`config.mk`:
```
export PLATFORM = sky130hd
export DESIGN_NAME = quad_dtimer
export DESIGN_NICKNAME = d
export VERILOG_FILES = /design/src/rtl/qdt_pkg.sv /design/src/rtl/qdt_channel.sv /design/src/rtl/qdt_irq_ctrl.sv /design/src/rtl/quad_dtimer.sv
export SDC_FILE = /design/constraint.sdc
export NUM_CORES = 1
export LEC_CHECK = 0
export BUFFER_PORTS_ARGS = -buffer_cell sky130_fd_sc_hd__clkbuf_2
export CAP_MARGIN = 40
export CORE_AREA = 2 2 193 195
export DETAILED_ROUTE_END_ITERATION = 16
export DIE_AREA = 0 0 195 197
export PLACE_DENSITY_LB_ADDON = 0.08
export SLEW_MARGIN = 20
export SYNTH_ARGS = -nofsm -noshare
export SYNTH_HDL_FRONTEND = slang
export SYNTH_SLANG_ARGS = --single-unit
```
`constraint.sdc`:
```
create_clock -name clk -period 2.34 [get_ports clk]
set_input_delay 0.117 -clock clk [delete_from_list [all_inputs] [get_ports clk]]
set_output_delay 0.117 -clock clk [all_outputs]
set_load 0.01 [all_outputs]
```
`src/rtl/qdt_pkg.sv`:
```
package qdt_pkg;
  // Word indices (byte address >> 2) of the register groups
  localparam int CTRL_WORD   = 0;
  localparam int IRQ_WORD    = 1;
  localparam int RELOAD_WORD = 4;
  localparam int COUNT_WORD  = 8;
  // Bit placement inside the control and interrupt words
  localparam int SRC_LSB     = 8;
  localparam int PEND_LSB    = 4;

  typedef enum logic {
    MODE_ONESHOT  = 1'b0,
    MODE_PERIODIC = 1'b1
  } cnt_mode_e;
endpackage

```
`src/rtl/qdt_channel.sv`:
```
module qdt_channel
  import qdt_pkg::*;
#(
  parameter int CNT_W  = 24,
  parameter int DATA_W = 32
) (
  input  logic              clk,
  input  logic              rst,
  input  logic              en,
  input  cnt_mode_e         mode,
  input  logic              wr_reload,
  input  logic              wr_count,
  input  logic [CNT_W-1:0]  wdata,
  output logic [DATA_W-1:0] count_o,
  output logic [DATA_W-1:0] reload_o,
  output logic              hit_o
);
  logic [CNT_W-1:0] cnt_q;
  logic [CNT_W-1:0] rld_q;
  logic             at_zero;

  assign at_zero = (cnt_q == '0);
  // Step from one to zero, unless software overwrites the count this cycle
  assign hit_o   = en && !wr_count && (cnt_q == CNT_W'(1));

  always_ff @(posedge clk) begin
    if (rst) begin
      cnt_q <= '0;
      rld_q <= '0;
    end else begin
      if (wr_reload) rld_q <= wdata;
      if (wr_count) begin
        cnt_q <= wdata;
      end else if (en) begin
        if (!at_zero)                    cnt_q <= cnt_q - CNT_W'(1);
        else if (mode == MODE_PERIODIC)  cnt_q <= rld_q;
      end
    end
  end

  generate
    if (CNT_W < DATA_W) begin : g_pad
      assign count_o  = {{(DATA_W-CNT_W){1'b0}}, cnt_q};
      assign reload_o = {{(DATA_W-CNT_W){1'b0}}, rld_q};
    end else begin : g_full
      assign count_o  = cnt_q;
      assign reload_o = rld_q;
    end
  endgenerate
endmodule

```
`src/rtl/qdt_irq_ctrl.sv`:
```
module qdt_irq_ctrl #(
  parameter int NUM_CH = 4
) (
  input  logic              clk,
  input  logic              rst,
  input  logic              wr,
  input  logic [NUM_CH-1:0] ie_wdata,
  input  logic [NUM_CH-1:0] clr_wdata,
  input  logic [NUM_CH-1:0] hit,
  output logic [NUM_CH-1:0] ie_o,
  output logic [NUM_CH-1:0] pend_o,
  output logic              irq_o
);
  logic [NUM_CH-1:0] ie_q;
  logic [NUM_CH-1:0] pend_q;
  logic [NUM_CH-1:0] clr;
  logic              irq_q;

  assign clr = wr ? clr_wdata : '0;

  always_ff @(posedge clk) begin
    if (rst) begin
      ie_q   <= '0;
      pend_q <= '0;
      irq_q  <= 1'b0;
    end else begin
      if (wr) ie_q <= ie_wdata;
      pend_q <= (pend_q & ~clr) | hit;
      irq_q  <= |(pend_q & ie_q);
    end
  end

  assign ie_o   = ie_q;
  assign pend_o = pend_q;
  assign irq_o  = irq_q;
endmodule

```
`src/rtl/quad_dtimer.sv`:
```
module quad_dtimer
  import qdt_pkg::*;
#(
  parameter int NUM_CH    = 4,
  parameter int NARROW_CH = 2,
  parameter int NARROW_W  = 24,
  parameter int WIDE_W    = 32,
  parameter int DATA_W    = 32,
  parameter int ADDR_W    = 6
) (
  input  logic              clk,
  input  logic              rst,
  input  logic              bus_wr,
  input  logic [ADDR_W-1:0] bus_addr,
  input  logic [DATA_W-1:0] bus_wdata,
  output logic [DATA_W-1:0] bus_rdata,
  output logic              irq
);
  localparam int WORD_W = ADDR_W - 2;
  localparam int CTL_W  = 2 * NUM_CH;

  logic              aligned;
  logic [WORD_W-1:0] word;
  logic              wr_ctrl;
  logic              wr_irq;

  logic [CTL_W-1:0]  ctl_q;
  logic [NUM_CH-1:0] src_q;
  logic [NUM_CH-1:0] wr_rld;
  logic [NUM_CH-1:0] wr_cnt;
  logic [NUM_CH-1:0] hit;
  logic [NUM_CH-1:0] ie;
  logic [NUM_CH-1:0] pend;
  logic [NUM_CH-1:0][DATA_W-1:0] cnt_pk;
  logic [NUM_CH-1:0][DATA_W-1:0] rld_pk;

  logic [DATA_W-1:0] rd_next;
  logic [DATA_W-1:0] rdata_q;

  assign aligned = (bus_addr[1:0] == 2'b00);
  assign word    = bus_addr[ADDR_W-1:2];
  assign wr_ctrl = bus_wr && aligned && (word == WORD_W'(CTRL_WORD));
  assign wr_irq  = bus_wr && aligned && (word == WORD_W'(IRQ_WORD));

  // Control word: interleaved enable/mode pairs plus stored source flags
  always_ff @(posedge clk) begin
    if (rst) begin
      ctl_q <= '0;
      src_q <= '0;
    end else if (wr_ctrl) begin
      ctl_q <= bus_wdata[CTL_W-1:0];
      src_q <= bus_wdata[SRC_LSB +: NUM_CH];
    end
  end

  generate
    for (genvar t = 0; t < NUM_CH; t++) begin : g_ch
      localparam int CW = (t < NARROW_CH) ? NARROW_W : WIDE_W;

      assign wr_rld[t] = bus_wr && aligned && (word == WORD_W'(RELOAD_WORD + t));
      assign wr_cnt[t] = bus_wr && aligned && (word == WORD_W'(COUNT_WORD + t));

      qdt_channel #(
        .CNT_W  (CW),
        .DATA_W (DATA_W)
      ) u_chan (
        .clk       (clk),
        .rst       (rst),
        .en        (ctl_q[2*t]),
        .mode      (cnt_mode_e'(ctl_q[2*t+1])),
        .wr_reload (wr_rld[t]),
        .wr_count  (wr_cnt[t]),
        .wdata     (bus_wdata[CW-1:0]),
        .count_o   (cnt_pk[t]),
        .reload_o  (rld_pk[t]),
        .hit_o     (hit[t])
      );
    end
  endgenerate

  qdt_irq_ctrl #(
    .NUM_CH (NUM_CH)
  ) u_irq (
    .clk       (clk),
    .rst       (rst),
    .wr        (wr_irq),
    .ie_wdata  (bus_wdata[NUM_CH-1:0]),
    .clr_wdata (bus_wdata[PEND_LSB +: NUM_CH]),
    .hit       (hit),
    .ie_o      (ie),
    .pend_o    (pend),
    .irq_o     (irq)
  );

  // Read mux, registered below
  always_comb begin
    rd_next = '0;
    if (aligned) begin
      if (word == WORD_W'(CTRL_WORD)) begin
        rd_next[CTL_W-1:0]         = ctl_q;
        rd_next[SRC_LSB +: NUM_CH] = src_q;
      end
      if (word == WORD_W'(IRQ_WORD)) begin
        rd_next[NUM_CH-1:0]         = ie;
        rd_next[PEND_LSB +: NUM_CH] = pend;
      end
      for (int t = 0; t < NUM_CH; t++) begin
        if (word == WORD_W'(RELOAD_WORD + t)) rd_next = rld_pk[t];
        if (word == WORD_W'(COUNT_WORD + t))  rd_next = cnt_pk[t];
      end
    end
  end

  always_ff @(posedge clk) begin
    if (rst) rdata_q <= '0;
    else     rdata_q <= rd_next;
  end

  assign bus_rdata = rdata_q;
endmodule

```
==> results.toml, run 1 <==
[outcome]
status = "finished, final reports clean"

[synthesis]
synth_fa_ha_area_share_pct = 0.7957
post-synth-top-count-cell = "nand2_1"
synthMuxAreaShare_pct = 2.650
synth_top_family_by_area = "simple AND/OR/NAND/NOR gates"
synth-warning-count = 0
yosys.area_share.simple_pct = 26.16
ys_async_sr_fraction_pct = 0
syn-num-nets = 2179
synth-compound-area-share_pct = 25.85
seq_area_frac_synth_pct = 35.27
synth_cells = 2128
synth_edf_count = 0
ys.flop_type = "dfxtp_1"
ys_top_cells_by_count = "nand2_1 (358), dfxtp_1 (277), a21oi_1 (256)"
netlist_area_mm2 = 0.01572
synth_area_leaders = "dfxtp_1 (35%), nand2_1 (8.5%), a21oi_1 (8.1%)"
syn_avg_cell_area_um2 = 7.389
synthDistinctLibCells = 87
yosysTopAreaCell = "dfxtp_1"
synth_seq_cells = 277
synth_xor_area_share_pct = 3.732
netlist.area_leader.share_pct = 35.27

[timing]
setup_slack_ns = 0.08102
clock.fmax_mhz = 442.7
rsz0062_at_grt = "yes"
final_hold_viol_count = 0
drv_slew = 0
tightestPinTransition_ns = 0.6370
slew_headroom_pct = 57.14
finalCritPeriodShare_pct = 96.54
finClkSkew_ns = 0.01955
fin_hold_ws_ns = 0.03419
finalSetupViolCount = 0
final.min_clock_period_ns = 2.259

[setup_path]
worstPathRequired_ns = 2.84
cp.arrival_ns = 2.76
critPathCaptureType = "flop"
critical_path_class = "flop to flop"
r2r_end = "g_ch[2].u_chan.count_o[23]"
path_max_fanout = 9
r2r_slack_ns = 0.08
reg2reg_depth = 8
r2r_start = "g_ch[2].u_chan.count_o[21]"
cp-start-kind = "flop"

[place]
io_buffers = 73
dpl_worst_slack_ns = -0.08196
place.gp.congestion = 1.027
hpwl_mm = 54.60

[power_and_ir_drop]
vdd_drop_max_uv = 573.2
leakage_nw = 7.886
power_w = 0.01232
p_per_area_mw_per_mm2 = 630.4

[drt]
avgViaCountPerCell = 6.337
wire_per_inst_um = 26.22
drtIter0Drc = 2351
drc_errors = 0
wl_mm = 74.01
dr.pass1.iters = 6
vias = 17890
antenna_left = 0

[cts]
clkLatencyLatePin_ns = 0.56
numCtsBuffers = 34
cts_tree = "yes"
cts.path.max_buffers = 3
clk_pin_slew_ns = 0.06
htree_num_levels = 2
clock-sinks = 277
cts_root_buffer = "clkbuf_16"

[run]
drv_cap = 0

[finish]
layout-drive-gt1-share_pct = 19.83
antenna_cells = 0
area_delta_synth_final_pct = 24.31
final_nets = 2384

[die]
pin_count = 74
num_rows = 70
die_w_um = 195
dieArea_mm2 = 0.03842
core_region_area_mm2 = 0.03626
die_y_um = 197
initial_core_util_pct = 43.36

[min_path]
hp-start = "bus_wdata[17]"
hold_path.class = "input pin to flop"
holdPathEnd = "g_ch[2].u_chan.reload_o[17]"
holdPathStages = 3

[grt]
grt_pass1_vias = 16680
grt_max_degree = 66
grt_overflow = 0
grt_pass1_wl_mm = 109.3
grt_usage_pct = 38.00
antenna_found_initial = 1
-- layout by cell type, fill, tap and decap left out, types with 53 or more instances in the layout --
cell / n
nor3_1: 59
nand3_1: 62
a31oi_1: 53
dfxtp_1: 274
o21ai_0: 84
nor2_1: 166
clkbuf_2: 72
a22oi_1: 60
buf_4: 266
a21oi_1: 256
nand2_1: 358
-- logic make-up (layout without fill, tap and decap cells) --
family,count (synthesis),in the layout
buffers and inverters,221,448
muxes,41,41
AOI/OAI and AO/OA,645,645
and+or+nand+nor,867,867
xor gates and xnor gates,67,67
DFF,277,277
adders and majority gates,10,10
-- where the power goes --
group	internal, W	switching, W	leakage, nW	total [W]
logic	0.000820	0.00131	5.10	0.00213
clock network	0.00320	0.00220	0.551	0.00541
registers	0.00475	0.0000330	2.23	0.00479
total	0.00878	0.00354	7.89	0.0123
-- worst max-delay path by stage --
stage                                     from                          to
floorplan           g_ch[2].u_chan.count_o[21]  g_ch[2].u_chan.count_o[23]
global placement    g_ch[3].u_chan.count_o[12]  g_ch[3].u_chan.count_o[10]
detailed placement  g_ch[3].u_chan.count_o[12]  g_ch[3].u_chan.count_o[25]
CTS                   g_ch[0].u_chan.cnt_q[15]     g_ch[0].u_chan.cnt_q[7]
global route        g_ch[3].u_chan.count_o[14]  g_ch[3].u_chan.count_o[10]
finish              g_ch[2].u_chan.count_o[21]  g_ch[2].u_chan.count_o[23]
-- registers in the layout, indices dropped and copies added, names as in the netlist --
name and flops:
g_ch.u_chan.cnt_q 48, u_irq.pend_o 4, ctl_q 8, src_q 4, g_ch.u_chan.count_o 64, u_irq.ie_o 4, g_ch.u_chan.rld_q 48, u_irq.irq_o 1
g_ch.u_chan.reload_o 64, bus_rdata 32
-- through the flow --
step	TNS [ns]	instance area [µm²]	cells	utilization [%]
after global placement	-0.1345	18190	2750	50.17
after CTS	0	19420	2819	53.55
after global routing	-0.02073	19550	2823	53.91
after floorplan	0	15740	2128	-
after detailed placement	-0.1789	18200	2752	50.20
final	0	19550	2823	53.91
-- critical path, stage by stage, from the launching register on --
cell and delay (ns):
dfxtp_1 0.31, or4_4 0.53, nand4b_4 0.23, buf_6 0.17
nor4_1 0.39, o21ai_1 0.13, buf_4 0.20, a21oi_1 0.12
a221o_1 0.11
-- layer usage --
metal / track usage, % / share of wire, % / vias to the layer above
met5: 0 / 0.019 / -
met4: 20.30 / 5.8 / 2
met1: 48.17 / 40 / 8499
met2: 61.98 / 46 / 1037
met3: 6.451 / 9.0 / 223
li1: - / - / 8127
-- what timing repair did --
action / CTS / global route
gates resized for setup: 2 / 22
hold endpoints to repair: 47 / 0
setup buffers: 0 / 4
hold buffers: 9 / 0
pin swaps: 0 / 4
setup endpoints to repair: 8 / 36
-- layout make-up --
| type | count | area, µm² |
|---|---|---|
| fillers | 3596 | 16710 |
| well taps | 468 | 585.6 |
| inverters | 24 | 90.09 |
| clock buffers | 48 | 1005 |
| repair buffers | 366 | 2754 |
| flip-flops and latches | 277 | 5549 |
| multi-input cells | 1630 | 9457 |
| clock inverters | 10 | 106.4 |
No activity file was read; power rests on OpenSTA's default activity.
==> inputs of run 2 (changes only) <==
Settings changed: RECOVER_POWER set to 50.
==> run 2 against run 1 <==
  * Die area is the same
  * Fmax grew 0.40%
  * Via count shrank 0.22%
  * Critical path depth stayed put
  * Sequential cell count did not move
  * First-iteration DRC count about the same
  * Combinational power about the same
  * Clock power about the same
  * Hold slack barely moved
  * Worst setup slack gained 0.0091 ns
  * Sequential share of layout area increased by 0.18 points
  * Global-route usage is the same
  * Largest cell class unchanged
  * Largest power group unchanged
==> results.toml, run 2 (same netlist as run 1, synthesis figures left out) <==
[outcome]
status = "finished, final reports clean"

[drt]
vias = 17850
wl_mm = 74.16
avgViaCountPerCell = 6.322
drtIter0Drc = 2352
dr.pass1.iters = 6
wire_per_inst_um = 26.27
drc_errors = 0
antenna_left = 0

[place]
hpwl_mm = 54.60
place.gp.congestion = 1.027
placed_cells = 2752
dpl_worst_slack_ns = -0.08196
io_buffers = 73

[finish]
area_delta_synth_final_pct = 23.54
final_nets = 2384
layout_common_cells = "nand2_1 (358), dfxtp_1 (274), a21oi_1 (256), buf_4 (256), nor2_1 (168)"
nFillCells = 3625
antenna_cells = 0
layout-drive-gt1-share_pct = 17.83
layout.cells.most_common = "nand2_1"
instances_no_fill = 2823

[power_and_ir_drop]
p_per_area_mw_per_mm2 = 635.1
power_frac_seq_pct = 38.8
vdd_drop_max_uv = 578.2
comb_power_share_pct = 17.2
power_w = 0.01234
switching_share_pct = 28.91
internal-power_w = 0.008771
leakage_nw = 7.736
switching_power_w = 0.003567
clockPowerShare_pct = 44.0

[die]
core_region_area_mm2 = 0.03626
num_rows = 70
pin_count = 74
die_w_um = 195
dieArea_mm2 = 0.03842
initial_core_util_pct = 43.36
die_y_um = 197

[timing]
finalSetupViolCount = 0
setup_slack_ns = 0.09008
final_hold_viol_count = 0
slew_headroom_pct = 10.21
clock.fmax_mhz = 444.5
final.min_clock_period_ns = 2.250
tightestPinTransition_ns = 1.347
finClkSkew_ns = 0.01928
finalCritPeriodShare_pct = 96.15
drv_slew = 0
rsz0062_at_grt = "yes"

[grt]
grt_use_met3_pct = 6.451
grt_pass1_vias = 16680
met2_usage_pct = 61.98
grt_pass1_wl_mm = 109.3
antenna_found_initial = 1
met1_usage_pct = 48.17
grt_usage_pct = 38.00
grt_max_degree = 66
grt_overflow = 0
busiest_layer = "met2"

[setup_path]
cp.arrival_ns = 2.72
cp-start-kind = "flop"
critical_path_class = "flop to flop"
path_max_fanout = 9
critPathCaptureType = "flop"
worstPathRequired_ns = 2.81

[cts]
cts_root_buffer = "clkbuf_16"
cts.path.max_buffers = 3
clkLatencyLatePin_ns = 0.56
clk_pin_slew_ns = 0.06
numCtsBuffers = 34
cts_tree = "yes"
clock-sinks = 277
htree_num_levels = 2

[min_path]
hold_path.class = "input pin to flop"

[run]
drv_cap = 0
run 2: cell count changes in the layout (fill, tap and decap cells not counted), sizes merged:
cell and change:
buf -12, dlymetal6s2s +1, clkbuf +11
run 2: metal layers:
layer,wire [µm],up-vias
met4,4400,2
met5,13,-
met1,29430,8531
met3,6588,227
li1,-,8120
met2,33730,968
run 2: cell type report:
class / count / area (µm²) / share of cell area, %
clock buffers: 48 / 1005 / 5.172
repair buffers: 366 / 2640 / 13.59
flip-flops and latches: 277 / 5549 / 28.57
multi-input cells: 1630 / 9449 / 48.64
inverters: 24 / 90.09 / 0.4638
well taps: 468 / 585.6 / 3.014
clock inverters: 10 / 106.4 / 0.5475
run 2: what timing repair did:
item	CTS	global route
cloned	0	0
pin swaps	0	4
hold buffers	9	0
buffers inserted	0	4
gates resized for setup	2	22
endpoints found under the setup margin	8	36
endpoints found under the hold margin	47	0
run 2: worst paths after layout:
check	cells past startpoint	to	slack, ns	start
setup / recovery	8	g_ch[2].u_chan.count_o[18]	0.09	g_ch[2].u_chan.count_o[21]
hold / removal	3	g_ch[3].u_chan.reload_o[17]	0.03	bus_wdata[17]
setup reg to reg	8	g_ch[2].u_chan.count_o[18]	0.09	g_ch[2].u_chan.count_o[21]
hold reg to reg	2	g_ch[3].u_chan.reload_o[19]	0.48	g_ch[3].u_chan.reload_o[19]
run 2: worst max-delay path, cell delays in order (launching register included):
cell and delay [ns]:
dfxtp_1 0.31, or4_4 0.53, nand4b_4 0.23, buf_6 0.17, or3_1 0.37, o21ai_1 0.14
buf_4 0.15, a211oi_1 0.05, a211oi_1 0.21
run 2: power groups by stage:
stage	Combinational, W	Sequential [W]	Clock, W
CTS	0.00203	0.00478	0.00545
floorplan	0.00113	0.00489	0
detailed placement	0.00201	0.00489	0
finish	0.00213	0.00479	0.00543
global placement	0.00200	0.00489	0
global route	0.00226	0.00479	0.00564
run 2: stage by stage:
stage / TNS [ns] / util [%] / hold slack (ns) / area, µm²
after floorplan: 0 / - / 0.2530 / 15740
after global placement: -0.1345 / 50.17 / 0.4002 / 18190
after detailed placement: -0.1789 / 50.20 / 0.4159 / 18200
after CTS: 0 / 53.55 / 0.01851 / 19420
after global routing: -0.02073 / 53.57 / 0.01631 / 19420
final: 0 / 53.57 / 0.03456 / 19420
==> inputs of run 3 (changes only) <==
Settings changed: CELL_PAD_IN_SITES_DETAIL_PLACEMENT set to 1, CELL_PAD_IN_SITES_GLOBAL_PLACEMENT set to 1, CORE_AREA 2 2 193 195 to 2 2 197 199, DIE_AREA 0 0 195 197 to 0 0 199 201.
==> run 3 against run 2 <==
  * Cell count grew 2.1%
  * Highest routed layer unchanged
  * Hold slack lost 0.0043 ns
  * Critical endpoint is now g_ch[3].u_chan.reload_o[6]
  * Critical path depth is the same
  * Combinational power grew 2%
==> results.toml, run 3 (same netlist as run 1, synthesis figures left out) <==
[finish]
seqCellArea_mm2 = 0.005553
area_delta_synth_final_pct = 24.90
multiInputGateArea_mm2 = 0.009543
finalInstanceArea_mm2 = 0.01964
instances_no_fill = 2881
nFillCells = 4777
layout_common_cells = "nand2_1 (357), dfxtp_1 (271), buf_4 (261)"
final_nets = 2395
antenna_cells = 0
layout.cells.most_common = "nand2_1"
fin_util_pct = 51.54
layout-drive-gt1-share_pct = 18.62

[setup_path]
path_cells = "clkbuf_1, clkbuf_2, nand3_1, clkbuf_2, nor2_2, buf_6, nand2_1, a21oi_1"
worstPathRequired_ns = 2.83
path_common_cell = "clkbuf_2"
critPathTopFamily = "buffers and inverters"
critPathBufInv = 4
slowest_stage = "clkbuf_1"
r2r_start = "g_ch[2].u_chan.count_o[23]"
startpoint = "bus_addr[2]"
cp.arrival_ns = 2.82
critPathCaptureType = "flop"
critical_path_class = "input pin to flop"
max_stage_delay_ns = 0.71
cp-start-kind = "input pin"
path_max_fanout = 26

[power_and_ir_drop]
leakage_nw = 7.771
power_w = 0.01245
vdd_drop_max_uv = 674.0
p_per_area_mw_per_mm2 = 634.2

[cts]
cts_root_buffer = "clkbuf_16"
clock-sinks = 277
clk_pin_slew_ns = 0.06
cts.path.max_buffers = 3
numCtsBuffers = 35
htree_num_levels = 2
cts_tree = "yes"
clkLatencyLatePin_ns = 0.56

[die]
pin_count = 74
dieArea_mm2 = 0.04000
die_y_um = 201
core_region_area_mm2 = 0.03811
num_rows = 72
initial_core_util_pct = 41.26
die_w_um = 199

[timing]
tightestPinTransition_ns = 1.012
finalCritPeriodShare_pct = 99.69
finClkSkew_ns = 0.01481
finalSetupViolCount = 0
setup_slack_ns = 0.007351
rsz0062_at_grt = "yes"
final.min_clock_period_ns = 2.333
drv_slew = 0
final_hold_viol_count = 0
slew_headroom_pct = 32.53
clock.fmax_mhz = 428.7

[place]
placed_cells = 2809
placed_area_mm2 = 0.01828
hpwl_mm = 57.24
dpl_worst_slack_ns = -0.1254
place.gp.congestion = 1.002
io_buffers = 73

[drt]
vias = 18410
dr.pass1.iters = 6
drc_errors = 0
avgViaCountPerCell = 6.391
wl_mm = 78.59
drtIter0Drc = 1455
antenna_left = 0
wire_per_inst_um = 27.28

[grt]
grt_overflow = 0
grt_usage_pct = 39.24
grt_use_met3_pct = 7.258
met2_usage_pct = 64.11
met1_usage_pct = 48.36
busiest_layer = "met2"
grt_pass1_vias = 18690
grt_pass1_wl_mm = 118.2
antenna_found_initial = 3
grt_max_degree = 73

[min_path]
hp-start = "bus_wdata[18]"
hold_path.class = "input pin to flop"

[outcome]
status = "finished, final reports clean"

[run]
drv_cap = 0
-- run 3: worst min-delay path: cells and delay by family --
kind | cells | cell delay, ns
buffers and inverters | 1 | 0.25
AOI/OAI and AO/OA | 1 | 0.06
and+or+nand+nor | 1 | 0.12
-- run 3: report_power, final --
group          switching (W)  internal (W)  total [W]  leakage (nW)
clock                0.00223       0.00327    0.00549         0.551
sequential         0.0000328       0.00475    0.00479          2.24
combinational        0.00137      0.000802    0.00217          4.98
-- run 3: per-layer routing --
layer | vias up | wire, µm
li1 | 8144 | -
met1 | 9114 | 30850
met2 | 893 | 36840
met3 | 258 | 6030
met4 | 4 | 4842
met5 | - | 23
-- run 3: area by class of cell --
type | count | area share, %
Sequential cell | 277 | 28.27
Inverter | 24 | 0.4587
Timing Repair Buffer | 376 | 13.70
Clock inverter | 6 | 0.4077
Multi-Input combinational cell | 1630 | 48.59
Tap cell | 518 | 3.300
Clock buffer | 50 | 5.269
-- run 3: worst paths after layout --
path / cells past startpoint / end / slack (ns)
setup / recovery: 8 / g_ch[3].u_chan.reload_o[6] / 0.007
hold / removal: 3 / g_ch[3].u_chan.reload_o[18] / 0.03
setup reg to reg: 8 / g_ch[2].u_chan.count_o[22] / 0.04
hold reg to reg: 2 / g_ch[3].u_chan.reload_o[16] / 0.48
-- run 3: timing repair --
item                       4_1_cts  5_1_grt
setup buffers                    0        3
pin swaps                        3       11
hold buffers                    12        0
hold endpoints to repair        38        0
resized for setup                8       37
cloned                           0        1
setup endpoints to repair       24       64
-- run 3: through the flow --
step | hold WS (ns) | setup TNS (ns)
after global routing | 0.02923 | -0.06981
after detailed placement | 0.4164 | -0.4732
after global placement | 0.4048 | -0.09561
after CTS | 0.005262 | -0.02323
final | 0.03027 | 0
after floorplan | 0.2530 | 0
